File: src/rtl/rx_pkg.sv
package rx_pkg;
  localparam int CHAR_W = 8;

  typedef enum logic [2:0] {
    ST_HUNT, ST_START, ST_DATA, ST_PAR, ST_STOP, ST_STOP2, ST_BRK
  } rx_state_e;

  typedef enum logic [1:0] {
    PAR_ODD  = 2'd0,
    PAR_EVEN = 2'd1,
    PAR_ONE  = 2'd2,
    PAR_ZERO = 2'd3
  } par_mode_e;

  typedef struct packed {
    logic [CHAR_W-1:0] data;
    logic              perr;
    logic              ferr;
    logic              brk;
  } rx_char_t;
endpackage

File: src/rtl/rx_sync.sv
module rx_sync #(
  parameter int STAGES = 2
) (
  input  logic clk,
  input  logic rst,
  input  logic d_i,
  output logic q_o
);
  // STAGES must be at least 2; reset value is the idle line level.
  logic [STAGES-1:0] chain;

  always_ff @(posedge clk) begin
    if (rst) chain <= '1;
    else     chain <= {chain[STAGES-2:0], d_i};
  end

  assign q_o = chain[STAGES-1];
endmodule

File: src/rtl/rx_parity.sv
module rx_parity import rx_pkg::*; #(
  parameter int W = CHAR_W
) (
  input  logic [W-1:0] data_i,
  input  par_mode_e    mode_i,
  output logic         exp_o
);
  always_comb begin
    unique case (mode_i)
      PAR_ODD:  exp_o = ~(^data_i);
      PAR_EVEN: exp_o = ^data_i;
      PAR_ONE:  exp_o = 1'b1;
      default:  exp_o = 1'b0;
    endcase
  end
endmodule

File: src/rtl/rx_deframer.sv
module rx_deframer import rx_pkg::*; #(
  parameter int OSR         = 16,
  parameter int SYNC_STAGES = 2
) (
  input  logic        clk,
  input  logic        rst,
  input  logic        tick_i,
  input  logic        rxd_i,
  input  logic [1:0]  wlen_i,
  input  logic        two_stop_i,
  input  logic        par_en_i,
  input  logic [1:0]  par_mode_i,
  input  logic        fifo_full_i,
  output logic [7:0]  data_o,
  output logic        valid_o,
  output logic        par_err_o,
  output logic        frame_err_o,
  output logic        break_o,
  output logic        overrun_o
);
  localparam int CW   = $clog2(OSR);
  localparam int IW   = $clog2(CHAR_W);
  localparam int HALF = OSR / 2;

  logic              line_s;
  rx_state_e         state;
  logic [CW-1:0]     cnt;
  logic [IW-1:0]     idx;
  logic [CHAR_W-1:0] shreg;
  logic              par_bit;
  logic              exp_par;
  logic              mid_start;
  logic              bit_end;
  logic              char_done;
  logic [IW-1:0]     last_idx;
  rx_char_t          done_char;

  rx_sync #(.STAGES(SYNC_STAGES)) u_sync (
    .clk (clk),
    .rst (rst),
    .d_i (rxd_i),
    .q_o (line_s)
  );

  rx_parity #(.W(CHAR_W)) u_par (
    .data_i (shreg),
    .mode_i (par_mode_e'(par_mode_i)),
    .exp_o  (exp_par)
  );

  always_comb begin
    mid_start = (cnt == CW'(HALF - 1));
    bit_end   = (cnt == CW'(OSR - 1));
    last_idx  = IW'({1'b0, wlen_i}) + IW'(4);
    char_done = tick_i && (state == ST_STOP) && bit_end;
    done_char.data = shreg;
    done_char.perr = par_en_i && (par_bit != exp_par);
    done_char.ferr = !line_s;
    done_char.brk  = (shreg == '0) && (!par_en_i || !par_bit) && !line_s;
  end

  // receive state machine
  always_ff @(posedge clk) begin
    if (rst) begin
      state   <= ST_HUNT;
      cnt     <= '0;
      idx     <= '0;
      shreg   <= '0;
      par_bit <= 1'b0;
    end else if (tick_i) begin
      unique case (state)
        ST_HUNT: if (!line_s) begin
          state <= ST_START;
          cnt   <= '0;
          shreg <= '0;
        end
        ST_START: begin
          if (mid_start) begin
            cnt   <= '0;
            idx   <= '0;
            state <= line_s ? ST_HUNT : ST_DATA;
          end else begin
            cnt <= cnt + CW'(1);
          end
        end
        ST_DATA: begin
          if (bit_end) begin
            cnt        <= '0;
            shreg[idx] <= line_s;
            idx        <= idx + IW'(1);
            if (idx == last_idx) state <= par_en_i ? ST_PAR : ST_STOP;
          end else begin
            cnt <= cnt + CW'(1);
          end
        end
        ST_PAR: begin
          if (bit_end) begin
            cnt     <= '0;
            par_bit <= line_s;
            state   <= ST_STOP;
          end else begin
            cnt <= cnt + CW'(1);
          end
        end
        ST_STOP: begin
          if (bit_end) begin
            cnt <= '0;
            if (done_char.brk)   state <= ST_BRK;
            else if (two_stop_i) state <= ST_STOP2;
            else                 state <= ST_HUNT;
          end else begin
            cnt <= cnt + CW'(1);
          end
        end
        ST_STOP2: begin
          if (bit_end) begin
            cnt   <= '0;
            state <= ST_HUNT;
          end else begin
            cnt <= cnt + CW'(1);
          end
        end
        default: if (line_s) state <= ST_HUNT;
      endcase
    end
  end

  // registered character outputs
  always_ff @(posedge clk) begin
    if (rst) begin
      data_o      <= '0;
      valid_o     <= 1'b0;
      par_err_o   <= 1'b0;
      frame_err_o <= 1'b0;
      break_o     <= 1'b0;
      overrun_o   <= 1'b0;
    end else begin
      valid_o   <= 1'b0;
      overrun_o <= 1'b0;
      if (char_done) begin
        if (fifo_full_i) begin
          overrun_o <= 1'b1;
        end else begin
          valid_o     <= 1'b1;
          data_o      <= done_char.data;
          par_err_o   <= done_char.perr;
          frame_err_o <= done_char.ferr;
          break_o     <= done_char.brk;
        end
      end
    end
  end

  assert_valid_pulse_R9: assert property (@(posedge clk) disable iff (rst)
    valid_o |=> !valid_o);
  assert_strobe_excl_R9: assert property (@(posedge clk) disable iff (rst)
    !(valid_o && overrun_o));
  assert_ovr_when_full_R8: assert property (@(posedge clk) disable iff (rst)
    overrun_o |-> $past(fifo_full_i));
  assert_no_valid_when_full_R8: assert property (@(posedge clk) disable iff (rst)
    valid_o |-> !$past(fifo_full_i));
  assert_break_framing_R7: assert property (@(posedge clk) disable iff (rst)
    (valid_o && break_o) |-> frame_err_o);
  assert_upper_zero_R3: assert property (@(posedge clk) disable iff (rst)
    (valid_o && $past(wlen_i) == 2'd0) |-> (data_o[7:5] == 3'b000));
endmodule

File: config.mk
export PLATFORM = sky130hd
export DESIGN_NAME = rx_deframer
export DESIGN_NICKNAME = d
export VERILOG_FILES = /design/src/rtl/rx_pkg.sv /design/src/rtl/rx_sync.sv /design/src/rtl/rx_parity.sv /design/src/rtl/rx_deframer.sv
export SDC_FILE = /design/constraint.sdc
export NUM_CORES = 1
export LEC_CHECK = 0
export ABC_AREA = 1
export BUFFER_PORTS_ARGS = -buffer_cell sky130_fd_sc_hd__clkbuf_2
export CAP_MARGIN = 20
export CELL_PAD_IN_SITES_DETAIL_PLACEMENT = 0
export CELL_PAD_IN_SITES_GLOBAL_PLACEMENT = 1
export CORE_MARGIN = 1
export CORE_UTILIZATION = 41
export CTS_BUF_LIST = sky130_fd_sc_hd__clkbuf_8 sky130_fd_sc_hd__clkbuf_16
export DETAILED_ROUTE_END_ITERATION = 8
export PLACE_DENSITY = 0.77
export SETUP_SLACK_MARGIN = 0.5
export SYNTH_ARGS = -nofsm -noshare
export SYNTH_HDL_FRONTEND = slang
export SYNTH_SLANG_ARGS = --single-unit
File: constraint.sdc
create_clock -name clk -period 1.81 [get_ports clk]
set_input_delay 0.362 -clock clk [delete_from_list [all_inputs] [get_ports clk]]
set_output_delay 0.362 -clock clk [all_outputs]
set_load 0.01 [all_outputs]
======== Word-level counts from Yosys, hierarchy flattened ========
Cells that the tools add are included.
cells by class
  add/subtract/negate cells ............... 3
  $lt $le $gt $ge ......................... 2
  eq/ne operators ......................... 18
  multiplexer cells ....................... 29
  bitwise logic cells ..................... 3
  reductions and logical operators ........ 26
operators by type and width
  operator             number
  $mux 3               13
  $pmux 3 s6           1
  $mux 8               2
  $pmux 8 s2           1
  $ne 2x2->1 const B   7
  $mux 4               3
  $pmux 4 s3           1
  $reduce_and 9->1     1
  $bwmux 8             1
  $logic_not 8->1      1
  $reduce_and 4->1     2
  $reduce_xor 8->1     1
  $reduce_bool 7->1    1
  $eq 3x2->1 const B   2
  $eq 3x3->1 const B   2
  $logic_and 1x1->1    6
  $pmux 3 s2           1
  $reduce_and 3->1     2
  $add 4x1->4 const B  1
  $eq 4x3->1 const B   1
  $eq 4x4->1 const B   1
  $lt 3x4->1 const B   1
  $reduce_bool 2->1    2
  $reduce_or 4->1      1
  20 further kinds     26
storage, ports and cells
  flip-flop bits (word level) ............. 34
  input bits .............................. 11
  word-level logic and storage cells ...... 93

======== Longest topological paths before layout ========
  depth in word-level cells ............... 7
  gate-level depth with buffers ........... 11
  mapped depth without buffers ............ 11

======== Hierarchy ========
From an unflattened synthesis, not the netlist that was laid out.
unflattened totals
  cell total of the unflattened synthesis .. 309
  area, all modules ....................... 1,945.6 um^2
by module, submodules not included
  module       times used  cells an instance  area each (um^2)  sequential area each (um^2)
  rx_deframer  1           252                1,691.6           640.6
  rx_parity    1           50                 195.2             0.0
  rx_sync      1           7                  58.8              40.0

======== Worst setup path before layout ========
OpenSTA, ideal clock, no wires.
  path type ............................... register to register
  start point ............................. register cnt[0]
  end point ............................... register state[1]
  arrival ................................. 1.235 ns
  required time ........................... 1.697 ns
  slack ................................... 0.462 ns
  cell stages (with the launch flop) ...... 11
  path through ............................ dfxtp_1 > ha_1 > nand2_1 > inv_1 > nand2_1 > nand2_1 > nand2_1 > nor2_2 > nand3_2 > nor2_1 > nor2_1
on the way
  word-level cells in the longest chain between the ends .. 3
ends and longest elaborated chain
  item                                             line                                  text
  start: declaration                               rx_deframer.sv:27                     logic [CW-1:0] cnt;
  start signal: assignment                         rx_deframer.sv:83                     cnt <= cnt + CW'(1);
  start signal: assignment                         rx_deframer.sv:93                     cnt <= cnt + CW'(1);
  start signal: assignment                         rx_deframer.sv:102                    cnt <= cnt + CW'(1);
  $eq 4x4->1 / $eq 4x3->1 (equally long branches)  rx_deframer.sv:53, rx_deframer.sv:52
  $ne 2x2->1 (no source line)                      --
  $reduce_and 9->1 (no source line) (*)            --
  end signal: assignment                           rx_deframer.sv:81                     state <= line_s ? ST_HUNT : ST_DATA;
  end signal: assignment                           rx_deframer.sv:91                     if (idx == last_idx) state <= par_en_i ? ST_PAR : ST_STOP;
  end: declaration                                 rx_deframer.sv:26                     rx_state_e state;
Mark *: on every way between the ends. The rest lies on a longest branch, timed or not.
A chain may end at the register's enable or synchronous reset.

======== Final worst setup path ========
  start point ............................. register state[2]
  end point ............................... register shreg[1]
on the way
  word-level cells in the longest chain between the ends .. 3
ends and longest elaborated chain
  item                                                                     line               text
  $eq 3x2->1 / $logic_not 3->1 (equally long branches)                     rx_deframer.sv:71  unique case (state)
  $ne 2x2->1 (no source line) / $reduce_bool 2->1 (equally long branches)  --
  $reduce_and 4->1 (no source line)                                        --
  end signal: indexed assignment                                           rx_deframer.sv:89  shreg[idx] <= line_s;
  end: declaration                                                         rx_deframer.sv:29  logic [CHAR_W-1:0] shreg;
Several ways; a longest one is shown, not always the timed one.

==> run summary <==
syn_area_per_cell: 6.71 um^2
most common cell after layout, fill and taps aside: nand2_1
failing checks: design-rule violations
Syn Inst Count: 288
largest cells by area after synthesis: dfxtp_1 35%, nand2_1 12%, inv_1 8.0%
core area: 4440 um^2
flops & latches, synth: 34
ANT cells: 0
Max Cap Viol: 0
Total GRT Usage: 0.213
Worst Path Arrival: 1.62 ns
TritonCTS Buffers: 5
critical path class: reg2reg
antenna violations before repair: 0
die width: 70.7 um
nets: 345
post-synth top area share: 0.352
Ys Warns: 0
post-layout minimum cycle time: 1.44 ns
final hold violation count: 0
vias per inst: 5.23
Final ANT Viol Nets: 0
power per cell area: 991 nW/um^2
Leakage: 1.13 nW
# IOs: 24
die area: 4990 um^2
clock sink count: 34
status: complete, but fails checks
Least-Margin Pin Slew: 0.723 ns
Worst setup SP type: flip-flop
largest net degree at the start of global routing: 19
Skew-Pair Late Insertion Delay: 0.30 ns
fmax: 696 MHz
I/O Buffers: 23
Initial DRC Count: 69
Cell variety after synth: 29
Worst-path clk slew: 0.07 ns
Rows: 24
vias: 1991
Pre-antenna DRT Iters: 6
vias in the first global route: 1861
Clock Tree Buf Depth: 2
Initial Utilization: 0.435
CP required: 1.99 ns
syn nets: 305
Placed Instances: 357
commonest non-fill, non-tap cells in the layout: 55 x nand2_1, 31 x inv_1, 25 x a21oi_1, 23 x clkbuf_2, 20 x nand3_1
Hold-fix buffers, CTS: 0
cell taking the most area after synthesis: dfxtp_1
final setup vio count: 0
non-filler instance count after layout: 381
CTS tree: yes
aggregate global routing overflow: 0
area delta synth->final: 33.0%
Residual DRC: 2
slew margin rel.: 0.518
post-synthesis sequential area ratio: 0.352
setup TNS: 0 ns
VDD IR max: 0.000450 V
H-Tree Depth: 2
first-pass GRT wire length: 8340 um
Fin Clk Skew: 0.00394 ns
GP Congestion: 0.815
Setup crit end kind: flip-flop
die height: 70.7 um
fin crit share: 0.793
share of post-route cells with drive strength above 1: 0.410
final WL: 5040 um
placed wire-length estimate: 3370 um
worst hold path class: in2reg
unrepaired setup endpoints after global routing: yes
WL/cell: 13.2 um
Post-Syn Area: 1930 um^2
Slew Limit Fails: 0
critical path peak fanout: 8
Fillers: 414
root cell of the clock tree: clkbuf_8
metrics by stage:
step | util | power [W] | worst slack (ns) | hold slack [ns] | cell area (um^2)
final | 0.579 | 0.00255 | 0.374 | 0.244 | 2570
after global routing | 0.579 | 0.00272 | 0.291 | 0.249 | 2570
after CTS | 0.540 | 0.00240 | 0.423 | 0.240 | 2400
after detailed placement | 0.473 | 0.00167 | 0.226 | 0.399 | 2100
after global placement | 0.473 | 0.00168 | 0.232 | 0.397 | 2100
after floorplan | - | 0.00152 | 0.513 | 0.389 | 1950
cell usage after synthesis, drive strengths merged:
| master | number |
|---|---|
| a21oi | 28 |
| a31oi | 1 |
| buf | 5 |
| clkbuf | 4 |
| dfxtp | 34 |
| ha | 6 |
| inv | 49 |
| nand2 | 67 |
| nand3 | 34 |
| nand4 | 11 |
| nor2 | 20 |
| nor3 | 1 |
| o211ai | 2 |
| o21ai | 20 |
| o21bai | 1 |
| or2 | 2 |
| xnor2 | 3 |
state kept, by name (all words and copies together), names as in the netlist, 2 cells and up:
signal	flops
state	3
cnt	4
u_sync.chain	2
data_o	8
idx	3
shreg	8
worst paths after layout:
kind                              start                         end  slack (ns)  depth (start not counted)
max               state[2]$_SDFFE_PP0P_       shreg[1]$_SDFFE_PP0P_        0.37                          8
min                               rxd_i  u_sync.chain[0]$_SDFF_PP1_        0.24                          2
max reg2reg       state[2]$_SDFFE_PP0P_       shreg[1]$_SDFFE_PP0P_        0.37                          8
min reg2reg  u_sync.chain[0]$_SDFF_PP1_  u_sync.chain[1]$_SDFF_PP1_        0.42                          1
logic make-up (layout without fill, tap and decap cells):
kind of cell,after synthesis,in the layout,share of synthesized area
flip-flops,34,34,0.352
XOR/XNOR,3,3,0.0136
AND/OR/NAND/NOR,135,135,0.333
buffers and inverters,58,99,0.120
AO/OA/AOI/OAI,52,52,0.143
adder cells (fa/ha/maj),6,6,0.0388
metal layers:
| metal | global-route usage | vias up | routed length (um) |
|---|---|---|---|
| li1 | - | 1016 | - |
| met3 | 0.0427 | 12 | 165 |
| met2 | 0.367 | 41 | 2400 |
| met1 | 0.257 | 922 | 2360 |
| met5 | 0 | - | 0 |
| met4 | 0.100 | 0 | 116 |
power by group:
group,switching (W),internal [W]
combinational,0.000654,0.000392
clock,0.000308,0.000306
sequential,0.0000830,0.000805
final cells by class:
cell class | instances | area (um^2) | share of cell area
well taps | 52 | 65.1 | 0.0253
repair buffers | 40 | 250 | 0.0973
inverters | 49 | 191 | 0.0745
repair inverters | 2 | 15.0 | 0.00584
multi-input cells | 196 | 1240 | 0.484
clock buffers | 6 | 82.6 | 0.0321
flip-flops and latches | 34 | 709 | 0.276
clock inverters | 2 | 12.5 | 0.00487
timing repair:
action,CTS,global route
cloned,2,0
buffers inserted,10,4
resized for setup,30,47
pin swaps,6,15
setup endpoints to repair,30,31
endpoints found under the hold margin,0,0
critical path, cell delays in order, from the launching register on:
cell	delay [ns]
dfxtp_4	0.41
inv_2	0.07
nand2_2	0.10
nor2_4	0.06
buf_4	0.14
a21oi_4	0.29
nand3_1	0.11
nand2_1	0.08
a21oi_1	0.05
Power figures use the tool's default switching activity.
